$ cat src/rtl/uart_lc_pkg.sv
package uart_lc_pkg;

    typedef struct packed {
        logic       dlab;
        logic       brk;
        logic       stick;
        logic       even;
        logic       pen;
        logic       stop2;
        logic [1:0] wlen;
    } lcr_t;

    typedef struct packed {
        logic       stick;
        logic       even;
        logic       pen;
        logic       stop2;
        logic [1:0] wlen;
    } frame_cfg_t;

    typedef enum logic [2:0] {
        PH_IDLE,
        PH_START,
        PH_DATA,
        PH_PAR,
        PH_STOP
    } phase_e;

    function automatic logic [3:0] lc_width(input logic [1:0] wlen);
        return 4'd5 + {2'b00, wlen};
    endfunction

    function automatic logic [7:0] lc_mask(input logic [1:0] wlen);
        logic [1:0] sh;
        sh = 2'd3 - wlen;
        return 8'hFF >> sh;
    endfunction

    // Bits shifted in from the top end up in the upper positions; move them down.
    function automatic logic [7:0] lc_align(input logic [7:0] sr, input logic [1:0] wlen);
        logic [1:0] sh;
        sh = 2'd3 - wlen;
        return sr >> sh;
    endfunction

    function automatic logic lc_parity(input logic [7:0] d, input frame_cfg_t c);
        logic x;
        x = ^(d & lc_mask(c.wlen));
        if (c.stick)
            return ~c.even;
        return c.even ? x : ~x;
    endfunction

endpackage

$ cat src/rtl/uart_lc_tx.sv
module uart_lc_tx
    import uart_lc_pkg::*;
#(
    parameter int OVERSAMPLE = 16
) (
    input  logic       clk,
    input  logic       rst,
    input  logic       tick,
    input  frame_cfg_t cfg,
    input  logic       load,
    input  logic [7:0] data,
    output logic       ready,
    output logic       line,
    output logic       busy,
    output logic       frame_start
);
    localparam int CW = (OVERSAMPLE > 2) ? $clog2(OVERSAMPLE) : 1;
    localparam logic [CW-1:0] LAST = CW'(OVERSAMPLE - 1);

    phase_e        state;
    logic [7:0]    hold_q;
    logic          hold_full;
    logic [7:0]    shreg;
    logic          par_q;
    frame_cfg_t    cfg_q;
    logic [3:0]    idx;
    logic [CW-1:0] tcnt;
    logic          step;

    assign step        = tick && (tcnt == LAST);
    assign frame_start = (state == PH_IDLE) && hold_full;
    assign ready       = !hold_full;
    assign busy        = (state != PH_IDLE);

    always_ff @(posedge clk) begin
        if (rst) begin
            state     <= PH_IDLE;
            hold_q    <= '0;
            hold_full <= 1'b0;
            shreg     <= '0;
            par_q     <= 1'b0;
            cfg_q     <= '0;
            idx       <= '0;
            tcnt      <= '0;
        end else begin
            if (load && !hold_full) begin
                hold_q    <= data;
                hold_full <= 1'b1;
            end
            if (frame_start) begin
                shreg     <= hold_q;
                par_q     <= lc_parity(hold_q, cfg);
                cfg_q     <= cfg;
                hold_full <= 1'b0;
                state     <= PH_START;
                tcnt      <= '0;
                idx       <= '0;
            end else if (state != PH_IDLE && tick) begin
                tcnt <= step ? '0 : tcnt + 1'b1;
                if (step) begin
                    case (state)
                        PH_START: state <= PH_DATA;
                        PH_DATA: begin
                            shreg <= shreg >> 1;
                            if (idx == lc_width(cfg_q.wlen) - 4'd1) begin
                                idx   <= '0;
                                state <= cfg_q.pen ? PH_PAR : PH_STOP;
                            end else begin
                                idx <= idx + 4'd1;
                            end
                        end
                        PH_PAR: state <= PH_STOP;
                        PH_STOP: begin
                            if (cfg_q.stop2 && idx == 4'd0)
                                idx <= 4'd1;
                            else
                                state <= PH_IDLE;
                        end
                        default: state <= PH_IDLE;
                    endcase
                end
            end
        end
    end

    always_comb begin
        case (state)
            PH_START: line = 1'b0;
            PH_DATA:  line = shreg[0];
            PH_PAR:   line = par_q;
            default:  line = 1'b1;
        endcase
    end

endmodule

$ cat src/rtl/uart_lc_rx.sv
module uart_lc_rx
    import uart_lc_pkg::*;
#(
    parameter int OVERSAMPLE = 16
) (
    input  logic       clk,
    input  logic       rst,
    input  logic       tick,
    input  frame_cfg_t cfg,
    input  logic       rxd,
    output logic       valid,
    output logic [7:0] data,
    output logic       perr
);
    localparam int CW = (OVERSAMPLE > 2) ? $clog2(OVERSAMPLE) : 1;
    localparam logic [CW-1:0] LAST      = CW'(OVERSAMPLE - 1);
    localparam logic [CW-1:0] HALF_LAST = CW'(OVERSAMPLE / 2 - 1);

    phase_e        state;
    logic          s1, s2;
    logic [7:0]    shreg;
    logic          par_q;
    logic [3:0]    idx;
    logic [CW-1:0] cnt;
    logic          at_mid;
    logic [7:0]    word;

    assign at_mid = tick && (cnt == LAST);
    assign word   = lc_align(shreg, cfg.wlen);

    always_ff @(posedge clk) begin
        if (rst) begin
            s1    <= 1'b1;
            s2    <= 1'b1;
            state <= PH_IDLE;
            shreg <= '0;
            par_q <= 1'b0;
            idx   <= '0;
            cnt   <= '0;
            valid <= 1'b0;
            data  <= '0;
            perr  <= 1'b0;
        end else begin
            s1    <= rxd;
            s2    <= s1;
            valid <= 1'b0;
            perr  <= 1'b0;
            case (state)
                PH_IDLE: begin
                    if (tick && !s2) begin
                        state <= PH_START;
                        cnt   <= '0;
                    end
                end
                PH_START: begin
                    if (tick) begin
                        if (cnt == HALF_LAST) begin
                            cnt <= '0;
                            idx <= '0;
                            state <= s2 ? PH_IDLE : PH_DATA;
                        end else begin
                            cnt <= cnt + 1'b1;
                        end
                    end
                end
                PH_DATA: begin
                    if (tick) cnt <= at_mid ? '0 : cnt + 1'b1;
                    if (at_mid) begin
                        shreg <= {s2, shreg[7:1]};
                        if (idx == lc_width(cfg.wlen) - 4'd1) begin
                            idx   <= '0;
                            state <= cfg.pen ? PH_PAR : PH_STOP;
                        end else begin
                            idx <= idx + 4'd1;
                        end
                    end
                end
                PH_PAR: begin
                    if (tick) cnt <= at_mid ? '0 : cnt + 1'b1;
                    if (at_mid) begin
                        par_q <= s2;
                        state <= PH_STOP;
                    end
                end
                PH_STOP: begin
                    if (tick) cnt <= at_mid ? '0 : cnt + 1'b1;
                    if (at_mid) begin
                        if (idx == 4'd0) begin
                            valid <= 1'b1;
                            data  <= word;
                            perr  <= cfg.pen && (par_q != lc_parity(word, cfg));
                            if (cfg.stop2)
                                idx <= 4'd1;
                            else
                                state <= PH_IDLE;
                        end else begin
                            state <= PH_IDLE;
                        end
                    end
                end
                default: state <= PH_IDLE;
            endcase
        end
    end

endmodule

$ cat src/rtl/uart_lc_top.sv
module uart_lc_top
    import uart_lc_pkg::*;
#(
    parameter int OVERSAMPLE = 16
) (
    input  logic       clk,
    input  logic       rst,
    input  logic       baud_tick,
    input  logic [7:0] lcr_i,
    input  logic       tx_load,
    input  logic [7:0] tx_data,
    output logic       tx_ready,
    output logic       txd,
    input  logic       rxd,
    output logic       rx_valid,
    output logic [7:0] rx_data,
    output logic       rx_parity_err
);
    lcr_t       lcr;
    frame_cfg_t cfg;
    logic       unused_dlab;
    logic       tx_line;
    logic       tx_busy;
    logic       tx_start;
    logic       mute_q;

    assign lcr         = lcr_t'(lcr_i);
    assign unused_dlab = lcr.dlab;
    assign cfg         = '{stick: lcr.stick, even: lcr.even, pen: lcr.pen,
                           stop2: lcr.stop2, wlen: lcr.wlen};

    uart_lc_tx #(.OVERSAMPLE(OVERSAMPLE)) u_tx (
        .clk         (clk),
        .rst         (rst),
        .tick        (baud_tick),
        .cfg         (cfg),
        .load        (tx_load),
        .data        (tx_data),
        .ready       (tx_ready),
        .line        (tx_line),
        .busy        (tx_busy),
        .frame_start (tx_start)
    );

    uart_lc_rx #(.OVERSAMPLE(OVERSAMPLE)) u_rx (
        .clk   (clk),
        .rst   (rst),
        .tick  (baud_tick),
        .cfg   (cfg),
        .rxd   (rxd),
        .valid (rx_valid),
        .data  (rx_data),
        .perr  (rx_parity_err)
    );

    // Once break has been seen, the line stays marking until a new frame begins.
    always_ff @(posedge clk) begin
        if (rst)
            mute_q <= 1'b0;
        else if (lcr.brk)
            mute_q <= 1'b1;
        else if (tx_start)
            mute_q <= 1'b0;
    end

    assign txd = lcr.brk ? 1'b0 : (mute_q ? 1'b1 : tx_line);

endmodule

$ cat config.mk
export PLATFORM = sky130hd
export DESIGN_NAME = uart_lc_top
export DESIGN_NICKNAME = d
export VERILOG_FILES = /design/src/rtl/uart_lc_pkg.sv /design/src/rtl/uart_lc_tx.sv /design/src/rtl/uart_lc_rx.sv /design/src/rtl/uart_lc_top.sv
export SDC_FILE = /design/constraint.sdc
export NUM_CORES = 1
export LEC_CHECK = 0
export ABC_CLOCK_PERIOD_IN_PS = 3700
export BUFFER_PORTS_ARGS = -buffer_cell sky130_fd_sc_hd__clkbuf_2
export CORE_MARGIN = 2
export CORE_UTILIZATION = 59
export DETAILED_ROUTE_END_ITERATION = 10
export PLACE_DENSITY = 0.79
export SLEW_MARGIN = 0
export SYNTH_ARGS = -nofsm -noshare
export SYNTH_HDL_FRONTEND = slang
export SYNTH_HIERARCHICAL = 1
export SYNTH_SLANG_ARGS = --single-unit
export TNS_END_PERCENT = 50
$ cat constraint.sdc
create_clock -name clk -period 3.7 [get_ports clk]
set_clock_uncertainty 0.1 [all_clocks]
set_input_delay 1.11 -clock clk [delete_from_list [all_inputs] [get_ports clk]]
set_output_delay 1.11 -clock clk [all_outputs]
set_load 0.01 [all_outputs]
# == Word-level counts from Yosys, hierarchy flattened ==
# Cells that the tools add are included.
# word_totals
out_inout_bits,12
word_cells,172
register_bits,66
inputBits,21
# op_classes
reduce_logical,38
mux,63
n_eq_ne,30
n_bitwise,8
shifts,2
add_sub_neg,9
# ops
op,count
two-way mux 4 bit,15
two-way mux 3 bit,13
two-way mux 8 bit,4
two-way mux 1 bit,24
case mux 4 bit (3 select lines),2
inequality test 2 x 1 -> 1 bit (second input constant),10
adder 4 x 1 -> 4 bit (second input constant),4
bitwise AND 8 bit,2
AND reduction 4 bit,4
XOR reduction 8 bit,2
case mux 3 bit (5 select lines),1
equality test 3 x 2 -> 1 bit (second input constant),4
case mux 3 bit (4 select lines),1
nonzero test 2 bit,5
nonzero test 3 bit,3
adder 3 x 2 -> 4 bit (first input constant),2
equality test 4 bit,2
equality test 4 bit (second input constant),2
logical AND 1 bit,8
zero test 4 bit,2
case mux 4 bit (2 select lines),1
AND reduction 8 bit,1
right shift 8 x 2 -> 8 bit,1
right shift 8 x 2 -> 8 bit (first input constant),1
other kinds (20),36

# == Longest topological paths before layout ==
# Gate-level depths: netlist of run 1.
# logic_depth
depth_word,13
depth_mapped,9
ltp_nobuf,8

# == Hierarchy ==
# The synthesis of run 1 kept the hierarchy.
# by_module_without_submodules
module,cells_each,area_per_inst_um2,seq_area_each_um2,instances
uart_lc_rx,225,1809.2,640.6,1
uart_lc_tx,199,1674.1,660.6,1
uart_lc_top,6,46.3,20.0,1

# == Worst setup path after synthesis of run 1 ==
# No wires, ideal clock.
# synth_timing
kind,input-to-reg
from,input port lcr_i[0]
to,register u_rx.perr
n_path_buf,1
t_required_ps,3530
setup_time_ps,70
arrival_ps,2817
cell_stages,7
path_slack_ps,714
cell_sequence,buf_6 -> mux4_2 -> xnor2_1 -> xnor2_1 -> xnor3_1 -> or3_1 -> a21oi_1
# synth_via
elab_chain_len,13
elab_cells_between_ends,14
classes_between,add/sub (1); eq/ne (1); shift (2); mux (6); bitwise (2); reduce/logical (2)
# synth_lines
element,line,rtl
"start, declared",uart_lc_top.sv:9,"input logic [7:0] lcr_i,"
subtractor 2 bit *,"uart_lc_pkg.sv:35, uart_lc_pkg.sv:42",
"right shift 8 x 2 -> 8 bit, on equally long branches","uart_lc_pkg.sv:43, uart_lc_pkg.sv:36",
bitwise AND 8 bit *,uart_lc_pkg.sv:48,x = ^(d & lc_mask(c.wlen));
XOR reduction 8 bit *,uart_lc_pkg.sv:48,
NOT 1 bit,uart_lc_pkg.sv:51,return c.even ? x : ~x;
two-way mux 1 bit * (2 in series),uart_lc_pkg.sv:51,
two-way mux 1 bit *,uart_lc_rx.sv:88,if (idx == 4'd0) begin
two-way mux 1 bit *,uart_lc_rx.sv:87,if (at_mid) begin
two-way mux 1 bit *,uart_lc_rx.sv:48,case (state)
two-way mux 1 bit *,uart_lc_rx.sv:32,if (rst) begin
inequality test 1 bit *,uart_lc_rx.sv:91,"perr <= cfg.pen && (par_q != lc_parity(word, cfg));"
logical AND 1 bit *,uart_lc_rx.sv:91,
"end signal, assigned",uart_lc_rx.sv:91,
"end, declared",uart_lc_rx.sv:13,output logic perr
# Every way passes the cells marked *; elsewhere a longest branch is shown, timed or not. The select of a mux whose other input is x is not followed.
# A chain may end at the register's enable or synchronous reset.

# == Final worst setup path of run 1 ==
# layout_timing
from,register u_tx.state[1]
to,output port txd
# layout_via
elab_chain_len,4
elab_cells_between_ends,6
classes_between,eq/ne (3); mux (3)
# layout_lines
element,line,rtl
"start, declared",uart_lc_tx.sv:20,phase_e state;
"start signal, assigned",uart_lc_tx.sv:67,state <= cfg_q.pen ? PH_PAR : PH_STOP;
equality test 3 x 2 -> 1 bit or equality test 3 x 1 -> 1 bit (tied branches),uart_lc_tx.sv:87,case (state)
case mux 1 bit (3 select lines) *,uart_lc_tx.sv:87,
via tx_line,uart_lc_top.sv:22,logic tx_line;
two-way mux 1 bit * (2 in series),uart_lc_top.sv:66,assign txd = lcr.brk ? 1'b0 : (mute_q ? 1'b1 : tx_line);
"end, declared",uart_lc_top.sv:13,"output logic txd,"
# The timed path passes the listed nets; every way through them passes the cells marked *.

==> results_dict.tcl, run 1 <==
set metrics [dict create \
    ioPinCount 33 \
    wl_um 7703 \
    cts.path.max_buffers 2 \
    grt_pass1_wl_um 12580 \
    finalMaxSlewViolations 0 \
    ir_worst_vdd_mv 0.2833 \
    synth_compound_area_share_pct 16.48 \
    die_y_um 81.35 \
    first_pass_iters 5 \
    netlist_area_um2 3530 \
    hold_class "register to register" \
    finalSetupViolCount 0 \
    start_kind "register" \
    die_w_um 81.35 \
    fin_crit_sh_pct 81.73 \
    max_stage_delay_ns 0.54 \
    worstPathRequired_ns 2.49 \
    cts.clk_slew.worst_paths_ns 0.07 \
    worst_path_max_delay_cell "dfxtp_1" \
    netSwitchingFraction_pct 23.84 \
    ys_ff_latch 66 \
    n_antenna_cell 0 \
    ys_seq_area_share_pct 37.43 \
    start_util_pct 60.33 \
    grt_max_degree 37 \
    cts_tree "yes" \
    arrival_ns 1.81 \
    synth_simple_gate_area_share_pct 26.91 \
    syn_area_per_cell_um2 8.208 \
    synthAdderAreaFrac_pct 2.127 \
    clock_latency_ns 0.34 \
    final_cell_mix "dfxtp_1, nand2_1, nor2_1" \
    synthDistinctLibCells 63 \
    grt_pass1_vias 2833 \
    syn-num-nets 457 \
    ys_warn_count 6 \
    power_density_nw_per_um2 402.8 \
    finalHoldViolCount 0 \
    p_clk_share_pct 43.6 \
    cts_hold_buffers 0 \
    cts.sinks 66 \
    routabilityCongestion 0.8745 \
    tightest_slew_ns 0.8992 \
    min_from "u_rx/s1" \
    vias 3143 \
    p_total_w 0.001579 \
    synth_top_family_by_area "simple AND/OR/NAND/NOR gates" \
    clock-root-buffer "clkbuf_8" \
    final_common_cell "dfxtp_1" \
    synth-xor-area-share_pct 4.750 \
    critical_path.cell_chain "inv_1, o21a_1, a311o_1, nor2_1, nor2_1, clkbuf_2" \
    hold_depth 1 \
    postRouteAntennaNets 0 \
    fin_crit_ns 3.024 \
    reg2reg_from "u_rx/cnt[0]" \
    routed_via_density 5.919 \
    route.detailed.drc 0 \
    htree_levels 3 \
    crit_fanout 11 \
    grt.total_usage_pct 24.54 \
    r2r_cells 7 \
    leakagePower_nw 1.461 \
    p_comb_share_pct 9.1 \
    io_buffer_count 31 \
    relSlewSlack_pct 39.93 \
    path_class "register to output pin" \
    cp-end-kind "output pin" \
    drive_gt1_share_pct 14.25 \
    die-area_um2 6617 \
    wire_per_inst_um 14.51 \
    rsz0062_at_grt "false" \
    synthMuxAreaShare_pct 7.621 \
    maxCapViolations 0 \
    cts.repair.resized 0 \
    hpwlAfterDp_um 5367 \
    syn_inst 430 \
    placed_cells 515 \
    placementRows 28 \
    cts_setup_buffers 0 \
    p_seq_share_pct 47.3 \
    fin_nets 478 \
    numCtsBuffers 9 \
    synth-edff-count 0 \
    crit_top_cell "nor2_1" \
    status "complete, no violations" \
    drt-initial-drc-count 191 \
    finalSetupTns_ns 0 \
    fin_cells 531 \
    syn2layout_area_growth_pct 11.06 \
    switching_power_w 0.0003764 \
    core_area_um2 5851 \
    antenna_found_initial 0 \
    p_int_w 0.001203 \
    synthArstFlopShare_pct 0 \
    fmax_mhz 330.7 \
    synthFlopType "dfxtp_1" \
    cp-startpoint "u_tx/state[1]" \
    grt-ovfl-total 0 \
]
==> critical path: cells and delay by family, from the launching register on <==
family	cells	cell delay, ns
AO/OA/AOI/OAI	2	0.52
flip-flops	1	0.54
AND/OR/NAND/NOR	2	0.13
buffers and inverters	2	0.29
==> layer usage <==
metal | routed length, um | vias up | share of wire [%] | GRT usage (%)
met1 | 3742 | 1493 | 49 | 31.94
met5 | 0 | - | 0 | 0
met3 | 334 | 12 | 4.3 | 4.667
met2 | 3513 | 64 | 46 | 39.67
li1 | - | 1574 | - | -
met4 | 112 | 0 | 1.5 | 10.51
==> state kept, by name, indices dropped and copies added (netlist names), 3 cells and up <==
register,count
u_tx/tcnt,4
u_tx/state,3
u_tx/cfg_q,4
u_rx/cnt,4
u_tx/hold_q,8
u_rx/shreg,8
u_rx/idx,4
u_rx/data,8
u_rx/state,3
u_tx/idx,4
u_tx/shreg,8
==> final timing paths <==
kind / endpoint / slack (ns)
setup / recovery: txd / 0.68
hold / removal: u_rx/s2 / 0.31
setup reg to reg: u_rx/state[0] / 1.28
hold reg to reg: u_rx/s2 / 0.31
==> final cells by class <==
class	count	area (um2)
multi-input combinational	326	2043
fill	495	1931
sequential	66	1321
timing repair buffer	34	177.7
clock buffer	12	155.1
tap	75	93.84
clock inverter	4	73.82
inverter	14	55.05
==> cells by family after synthesis <==
logic type	Yosys count
fa+ha+maj	6
mux	23
simple gates	187
xor+xnor	16
flops	66
compound gates	94
buf+inv	38
==> cells in the mapped netlist (5+ instances only) <==
library cell  instances  area share, %
nor2b_1              11            1.9
a211oi_1              5            1.1
nand3_1              19            2.7
buf_2                 7           0.99
ha_1                  6            2.1
a21oi_1              45            6.4
nand3b_1              5            1.1
mux2i_1              19            5.4
nor2_1               50            5.3
nand2_1              51            5.4
inv_1                13            1.4
clkbuf_1             15            1.6
o21ai_0              14            2.0
nand4_1               6            1.1
xnor2_1              10            2.5
dfxtp_1              66             37
nor4_1                5           0.89
nor3b_1               6            1.3
==> stage by stage <==
stage | utilization (%) | hold slack [ns] | area (um2) | worst slack, ns
2_1_floorplan | - | 0.2895 | 3530 | 0.7137
3_3_place_gp | 63.09 | 0.2903 | 3691 | 0.4191
3_5_place_dp | 63.09 | 0.2981 | 3691 | 0.3643
4_1_cts | 67.00 | 0.3142 | 3920 | 0.6957
5_1_grt | 67.00 | 0.3285 | 3920 | 0.5494
6_report | 67.00 | 0.3109 | 3920 | 0.6759
==> power groups by stage <==
stage	clock, W	sequential [W]	combinational [W]
global route	0.000719	0.000748	0.000161
global placement	0	0.000761	0.000137
finish	0.000689	0.000746	0.000144
CTS	0.000700	0.000746	0.000143
detailed placement	0	0.000762	0.000142
floorplan	0	0.000752	0.000114
Note: power is estimated with default switching activity, not from simulation.
==> run 2: changes to the inputs <==
--- a/config.mk
+++ b/config.mk
@@ -5,12 +5,12 @@
 export SDC_FILE = /design/constraint.sdc
 export NUM_CORES = 1
 export LEC_CHECK = 0
-export ABC_CLOCK_PERIOD_IN_PS = 3700
+export ABC_CLOCK_PERIOD_IN_PS = 2500
 export BUFFER_PORTS_ARGS = -buffer_cell sky130_fd_sc_hd__clkbuf_2
 export CORE_MARGIN = 2
-export CORE_UTILIZATION = 59
+export CORE_UTILIZATION = 53
 export DETAILED_ROUTE_END_ITERATION = 10
-export PLACE_DENSITY = 0.79
+export PLACE_DENSITY = 0.75
 export SLEW_MARGIN = 0
 export SYNTH_ARGS = -nofsm -noshare
 export SYNTH_HDL_FRONTEND = slang
==> constraint.sdc (replaced) <==
create_clock -name clk -period 2.5 [get_ports clk]
set_clock_uncertainty 0.1 [all_clocks]
set_input_delay 0.75 -clock clk [delete_from_list [all_inputs] [get_ports clk]]
set_output_delay 0.75 -clock clk [all_outputs]
set_load 0.01 [all_outputs]
==> run 2 against run 1 <==
Cell area increased by 3.4%. First-iteration DRC count decreased by 24%. Worst setup slack got worse by 0.59 ns. Critical path depth increased by 1. Sequential share of layout area decreased by 1.1 points. Non-clock buffer count increased by 18. Combinational power increased by 64%. Clock-buffer cell count increased by 1. Via count increased by 3.0%. Utilization decreased by 3.5 points. Die area increased by 11%. Register-to-register slack got worse by 1.1 ns.
==> results_dict.tcl, run 2 (synthesized netlist as in run 1, its figures left out) <==
set metrics [dict create \
    status "complete, no violations" \
    switching_power_w 0.0005416 \
    hold_depth 1 \
    netSwitchingFraction_pct 24.02 \
    cp-end-kind "register" \
    final_cell_mix "dfxtp_1, nand2_1, nor2_1" \
    finalHoldViolCount 0 \
    p_total_w 0.002255 \
    final_common_cell "dfxtp_1" \
    first_pass_iters 5 \
    worstPathRequired_ns 2.67 \
    ir_worst_vdd_mv 0.3984 \
    p_int_w 0.001713 \
    grt-ovfl-total 0 \
    fmax_mhz 413.4 \
    wl_um 7833 \
    syn2layout_area_growth_pct 14.82 \
    pre_cts_slack_ns -0.2246 \
    n_antenna_cell 0 \
    multi_input_area_um2 2051 \
    vias 3237 \
    cts_tree "yes" \
    ioPinCount 33 \
    r2r_cells 8 \
    die_y_um 85.61 \
    tightest_slew_ns 0.6598 \
    hold_class "register to register" \
    hpwlAfterDp_um 5502 \
    clock_latency_ns 0.33 \
    grt_pass1_vias 2925 \
    placed_cells 535 \
    p_clk_share_pct 40.8 \
    rsz0062_at_grt "false" \
    routed_via_density 5.885 \
    htree_levels 3 \
    grt_pass1_wl_um 13080 \
    fin_ws_ns 0.08100 \
    maxCapViolations 0 \
    fin_cells 550 \
    postRouteAntennaNets 0 \
    finalSetupViolCount 0 \
    cts.sinks 66 \
    placementRows 29 \
    fin_nets 496 \
    routabilityCongestion 0.9332 \
    cts_setup_buffers 0 \
    antenna_found_initial 0 \
    fillers 568 \
    path_class "input pin to register" \
    relSlewSlack_pct 55.61 \
    p_comb_share_pct 10.5 \
    die-area_um2 7328 \
    cts.clk_slew.worst_paths_ns 0.06 \
    fin_crit_ns 2.419 \
    regArea_um2 1321 \
    start_kind "input pin" \
    finalMaxSlewViolations 0 \
    finalHoldWorstSlack_ns 0.3135 \
    clock-root-buffer "clkbuf_8" \
    cts.repair.resized 0 \
    drt-initial-drc-count 146 \
    leakagePower_nw 1.551 \
    start_util_pct 55.27 \
    route.detailed.drc 0 \
    power_density_nw_per_um2 556.4 \
    core_area_um2 6386 \
    drive_gt1_share_pct 17.55 \
    io_buffer_count 31 \
    die_w_um 85.61 \
    numCtsBuffers 9 \
    finalSetupTns_ns 0 \
    crit_fanout 5 \
    fin_crit_sh_pct 96.76 \
    grt.total_usage_pct 21.96 \
    wire_per_inst_um 14.24 \
    cts.path.max_buffers 2 \
    p_seq_share_pct 48.7 \
    grt_max_degree 60 \
    arrival_ns 2.59 \
    cts_hold_buffers 0 \
]
==> run 2: path summary, 6_finish.rpt <==
path	from	endpoint	slack (ns)
worst min register to register	u_rx/s1	u_rx/s2	0.31
worst max register to register	u_rx/idx[0]	u_rx/state[0]	0.19
worst min-delay path	u_rx/s1	u_rx/s2	0.31
worst max-delay path	lcr_i[0]	u_rx/perr	0.08
==> run 2: layer usage <==
metal	global-route usage, %	part of all wire (%)	up-vias
met5	0	0	-
met4	8.081	1.7	0
met3	5.390	5.1	11
met2	34.73	46	101
met1	29.23	47	1525
li1	-	-	1600
==> run 2: cell type report <==
class,instances,area share (%)
Clock buffer,13,4.168
Sequential cell,66,32.60
Timing Repair Buffer,52,8.027
Tap cell,77,2.377
Multi-Input combinational cell,326,50.60
Inverter,14,1.358
Clock inverter,2,0.8645
==> run 2: power groups by stage <==
| stage | Clock (W) | Combinational [W] | Sequential [W] |
|---|---|---|---|
| 3_5_place_dp | 0 | 0.000233 | 0.00112 |
| 3_3_place_gp | 0 | 0.000228 | 0.00112 |
| 2_1_floorplan | 0 | 0.000169 | 0.00111 |
| 5_1_grt | 0.000991 | 0.000259 | 0.00110 |
| 6_report | 0.000921 | 0.000236 | 0.00110 |
| 4_1_cts | 0.000941 | 0.000234 | 0.00110 |
==> run 2: through the flow <==
step                      area [um2]  util, %
final                           4053    63.46
after global placement          3849    60.27
after CTS                       4053    63.46
after detailed placement        3849    60.27
after floorplan                 3537        -
after global routing            4053    63.46
==> run 2: critical path: stages <==
cell      delay (ns)
clkbuf_2        0.18
mux4_2          0.58
xnor2_2         0.17
xnor2_1         0.19
xnor3_1         0.27
or3_1           0.32
a21oi_1         0.12
==> run 3: changes to the inputs <==
--- a/config.mk
+++ b/config.mk
@@ -7,13 +7,12 @@
 export LEC_CHECK = 0
 export ABC_CLOCK_PERIOD_IN_PS = 2500
 export BUFFER_PORTS_ARGS = -buffer_cell sky130_fd_sc_hd__clkbuf_2
-export CORE_MARGIN = 2
 export CORE_UTILIZATION = 53
 export DETAILED_ROUTE_END_ITERATION = 10
+export HOLD_SLACK_MARGIN = 0.05
 export PLACE_DENSITY = 0.75
 export SLEW_MARGIN = 0
 export SYNTH_ARGS = -nofsm -noshare
 export SYNTH_HDL_FRONTEND = slang
-export SYNTH_HIERARCHICAL = 1
 export SYNTH_SLANG_ARGS = --single-unit
 export TNS_END_PERCENT = 50
==> run 3 against run 2 <==
Cell area decreased by 1.9%. Worst hold slack improved by 0.0022 ns. Synthesized cell count increased by 1.9%. Largest power group unchanged. Via count decreased by 2.7%. Fmax increased by 9.3%. Worst setup slack improved by 0.21 ns.
==> results_dict.tcl, run 3 <==
set metrics [dict create \
    htree_levels 3 \
    synthMostInstantiatedCell "dfxtp_1" \
    syn_inst 438 \
    worstPathRequired_ns 1.65 \
    ys_seq_area_share_pct 38.08 \
    finalHoldViolCount 0 \
    cts.sinks 66 \
    postRouteAntennaNets 0 \
    route.detailed.drc 0 \
    cts.clk_slew.worst_paths_ns 0.07 \
    synthMuxAreaShare_pct 6.960 \
    vias 3149 \
    min_from "u_rx.s1" \
    fmax_mhz 451.8 \
    synthFlopType "dfxtp_1" \
    maxCapViolations 0 \
    tightest_slew_ns 0.6285 \
    status "complete, no violations" \
    cts_setup_buffers 0 \
    syn2layout_area_growth_pct 14.53 \
    ys_ff_latch 66 \
    routed_via_density 5.654 \
    die_y_um 82.91 \
    start_util_pct 54.64 \
    arrival_ns 1.36 \
    hpwlAfterDp_um 5256 \
    fin_nets 503 \
    core_area_um2 6350 \
    wl_um 7303 \
    synthDistinctLibCells 52 \
    wire_per_inst_um 13.11 \
    syn_area_per_cell_um2 7.921 \
    fin_crit_sh_pct 88.53 \
    fin_crit_ns 2.213 \
    synth-xor-area-share_pct 5.445 \
    cts_tree "yes" \
    grt.total_usage_pct 22.82 \
    pre_cts_slack_ns -0.04898 \
    hold_path_end "u_rx.s2" \
    antenna_found_initial 0 \
    finalMaxSlewViolations 0 \
    cts_hold_buffers 0 \
    r2r_end "u_rx.idx[3]" \
    rsz0062_at_grt "false" \
    synth_compound_area_share_pct 16.55 \
    path_class "register to output pin" \
    fin_util_pct 62.58 \
    reg2reg_from "u_rx.state[1]" \
    syn-num-nets 465 \
    grt-ovfl-total 0 \
    drt-initial-drc-count 132 \
    crit_fanout 11 \
    regArea_um2 1321 \
    cp-end-kind "output pin" \
    synthAdderAreaFrac_pct 2.164 \
    ioPinCount 33 \
    leakagePower_nw 1.579 \
    power_density_nw_per_um2 560.4 \
    final_common_cell "dfxtp_1" \
    io_buffer_count 31 \
    n_antenna_cell 0 \
    start_kind "register" \
    hold_depth 1 \
    netlist_area_um2 3470 \
    routabilityCongestion 0.8501 \
    fin_ws_ns 0.2867 \
    grt_pass1_wl_um 12830 \
    clock-root-buffer "clkbuf_8" \
    finalSetupViolCount 0 \
    grt_max_degree 19 \
    die_w_um 82.91 \
    ir_worst_vdd_mv 0.3758 \
    placementRows 29 \
    drive_gt1_share_pct 16.25 \
    cts.repair.resized 0 \
    synth_area_leaders "dfxtp_1, nand2_1, nor2_1, a21oi_1, mux2i_1" \
    grt_pass1_vias 2962 \
    yosys.area.top_type "dfxtp_1" \
    cts.path.max_buffers 2 \
    clock_latency_ns 0.35 \
    ys_warn_count 0 \
    r2r_cells 6 \
    synthTopCellsByCount "dfxtp_1, nand2_1, nor2_1" \
    yosys.area.top_type_share_pct 38.08 \
    synth_top_family_by_area "simple AND/OR/NAND/NOR gates" \
    die-area_um2 6874 \
    fillers 556 \
    multi_input_area_um2 1976 \
    final_cell_mix "dfxtp_1, nand2_1, nor2_1" \
    r2r_slack_ns 0.29 \
    synthArstFlopShare_pct 0 \
    hold_class "register to register" \
    numCtsBuffers 9 \
    synth_simple_gate_area_share_pct 25.82 \
    synth-edff-count 0 \
    relSlewSlack_pct 57.66 \
    first_pass_iters 4 \
]
run 3: cell types whose count changed after synthesis, sizes merged, moves of 4 or more:
cell	delta
a21oi	-6
a311oi	+6
nand2	+10
nor2	+4
nor4	-5
xor2	+6
run 3: cell families after synthesis:
family          after synthesis
simple gates                189
compound gates               95
flops                        66
buf+inv                      41
mux                          21
xor+xnor                     20
fa+ha+maj                     6
run 3: power breakdown:
part / switching, W / internal [W] / leakage (nW)
sequential: 0.0000292 / 0.00109 / 0.536
combinational: 0.000123 / 0.0000951 / 0.949
clock: 0.000416 / 0.000478 / 0.0941
total: 0.000569 / 0.00166 / 1.58
run 3: area by class of cell:
cell class	count	area share, %
clock buffers	10	3.463
clock inverters	5	1.385
flip-flops and latches	66	33.25
inverters	12	1.134
multi-input cells	331	49.72
repair buffers	56	8.627
well taps	77	2.424
run 3: per-layer routing:
metal | share of wire [%] | track usage [%] | vias to the layer above | routed length, um
met1 | 48 | 27.65 | 1485 | 3476
met4 | 1.7 | 9.561 | 0 | 125
li1 | - | - | 1597 | -
met5 | 0 | 0 | - | 0
met3 | 3.7 | 6.561 | 13 | 271
met2 | 47 | 37.85 | 54 | 3430
run 3: worst max path at each step:
stage / slack, ns / endpoint / from / cells past startpoint
2_1_floorplan: 0.04 / u_rx.perr / lcr_i[1] / 7
3_3_place_gp: -0.03 / u_rx.perr / lcr_i[1] / 7
6_report: 0.29 / txd / u_tx.state[1] / 4
5_1_grt: 0.13 / txd / u_tx.state[0] / 3
4_1_cts: 0.27 / txd / u_tx.state[1] / 4
3_5_place_dp: -0.05 / u_rx.perr / lcr_i[1] / 7
run 3: per-stage QoR:
step	power [W]	TNS (ns)	instance area, um2	cells	hold WS (ns)
2_1_floorplan	0.001287	0	3470	438	0.2895
3_3_place_gp	0.001349	-0.02906	3781	542	0.2964
3_5_place_dp	0.001357	-0.04898	3781	542	0.2988
4_1_cts	0.002247	0	3974	557	0.3153
5_1_grt	0.002319	0	3974	557	0.3398
6_report	0.002227	0	3974	557	0.3157
run 3: critical path, stage by stage, from the launching register on:
cell and delay (ns):
dfxtp_1 0.53, a21oi_1 0.11, a31oi_1 0.17, a21oi_1 0.09, clkbuf_2 0.13
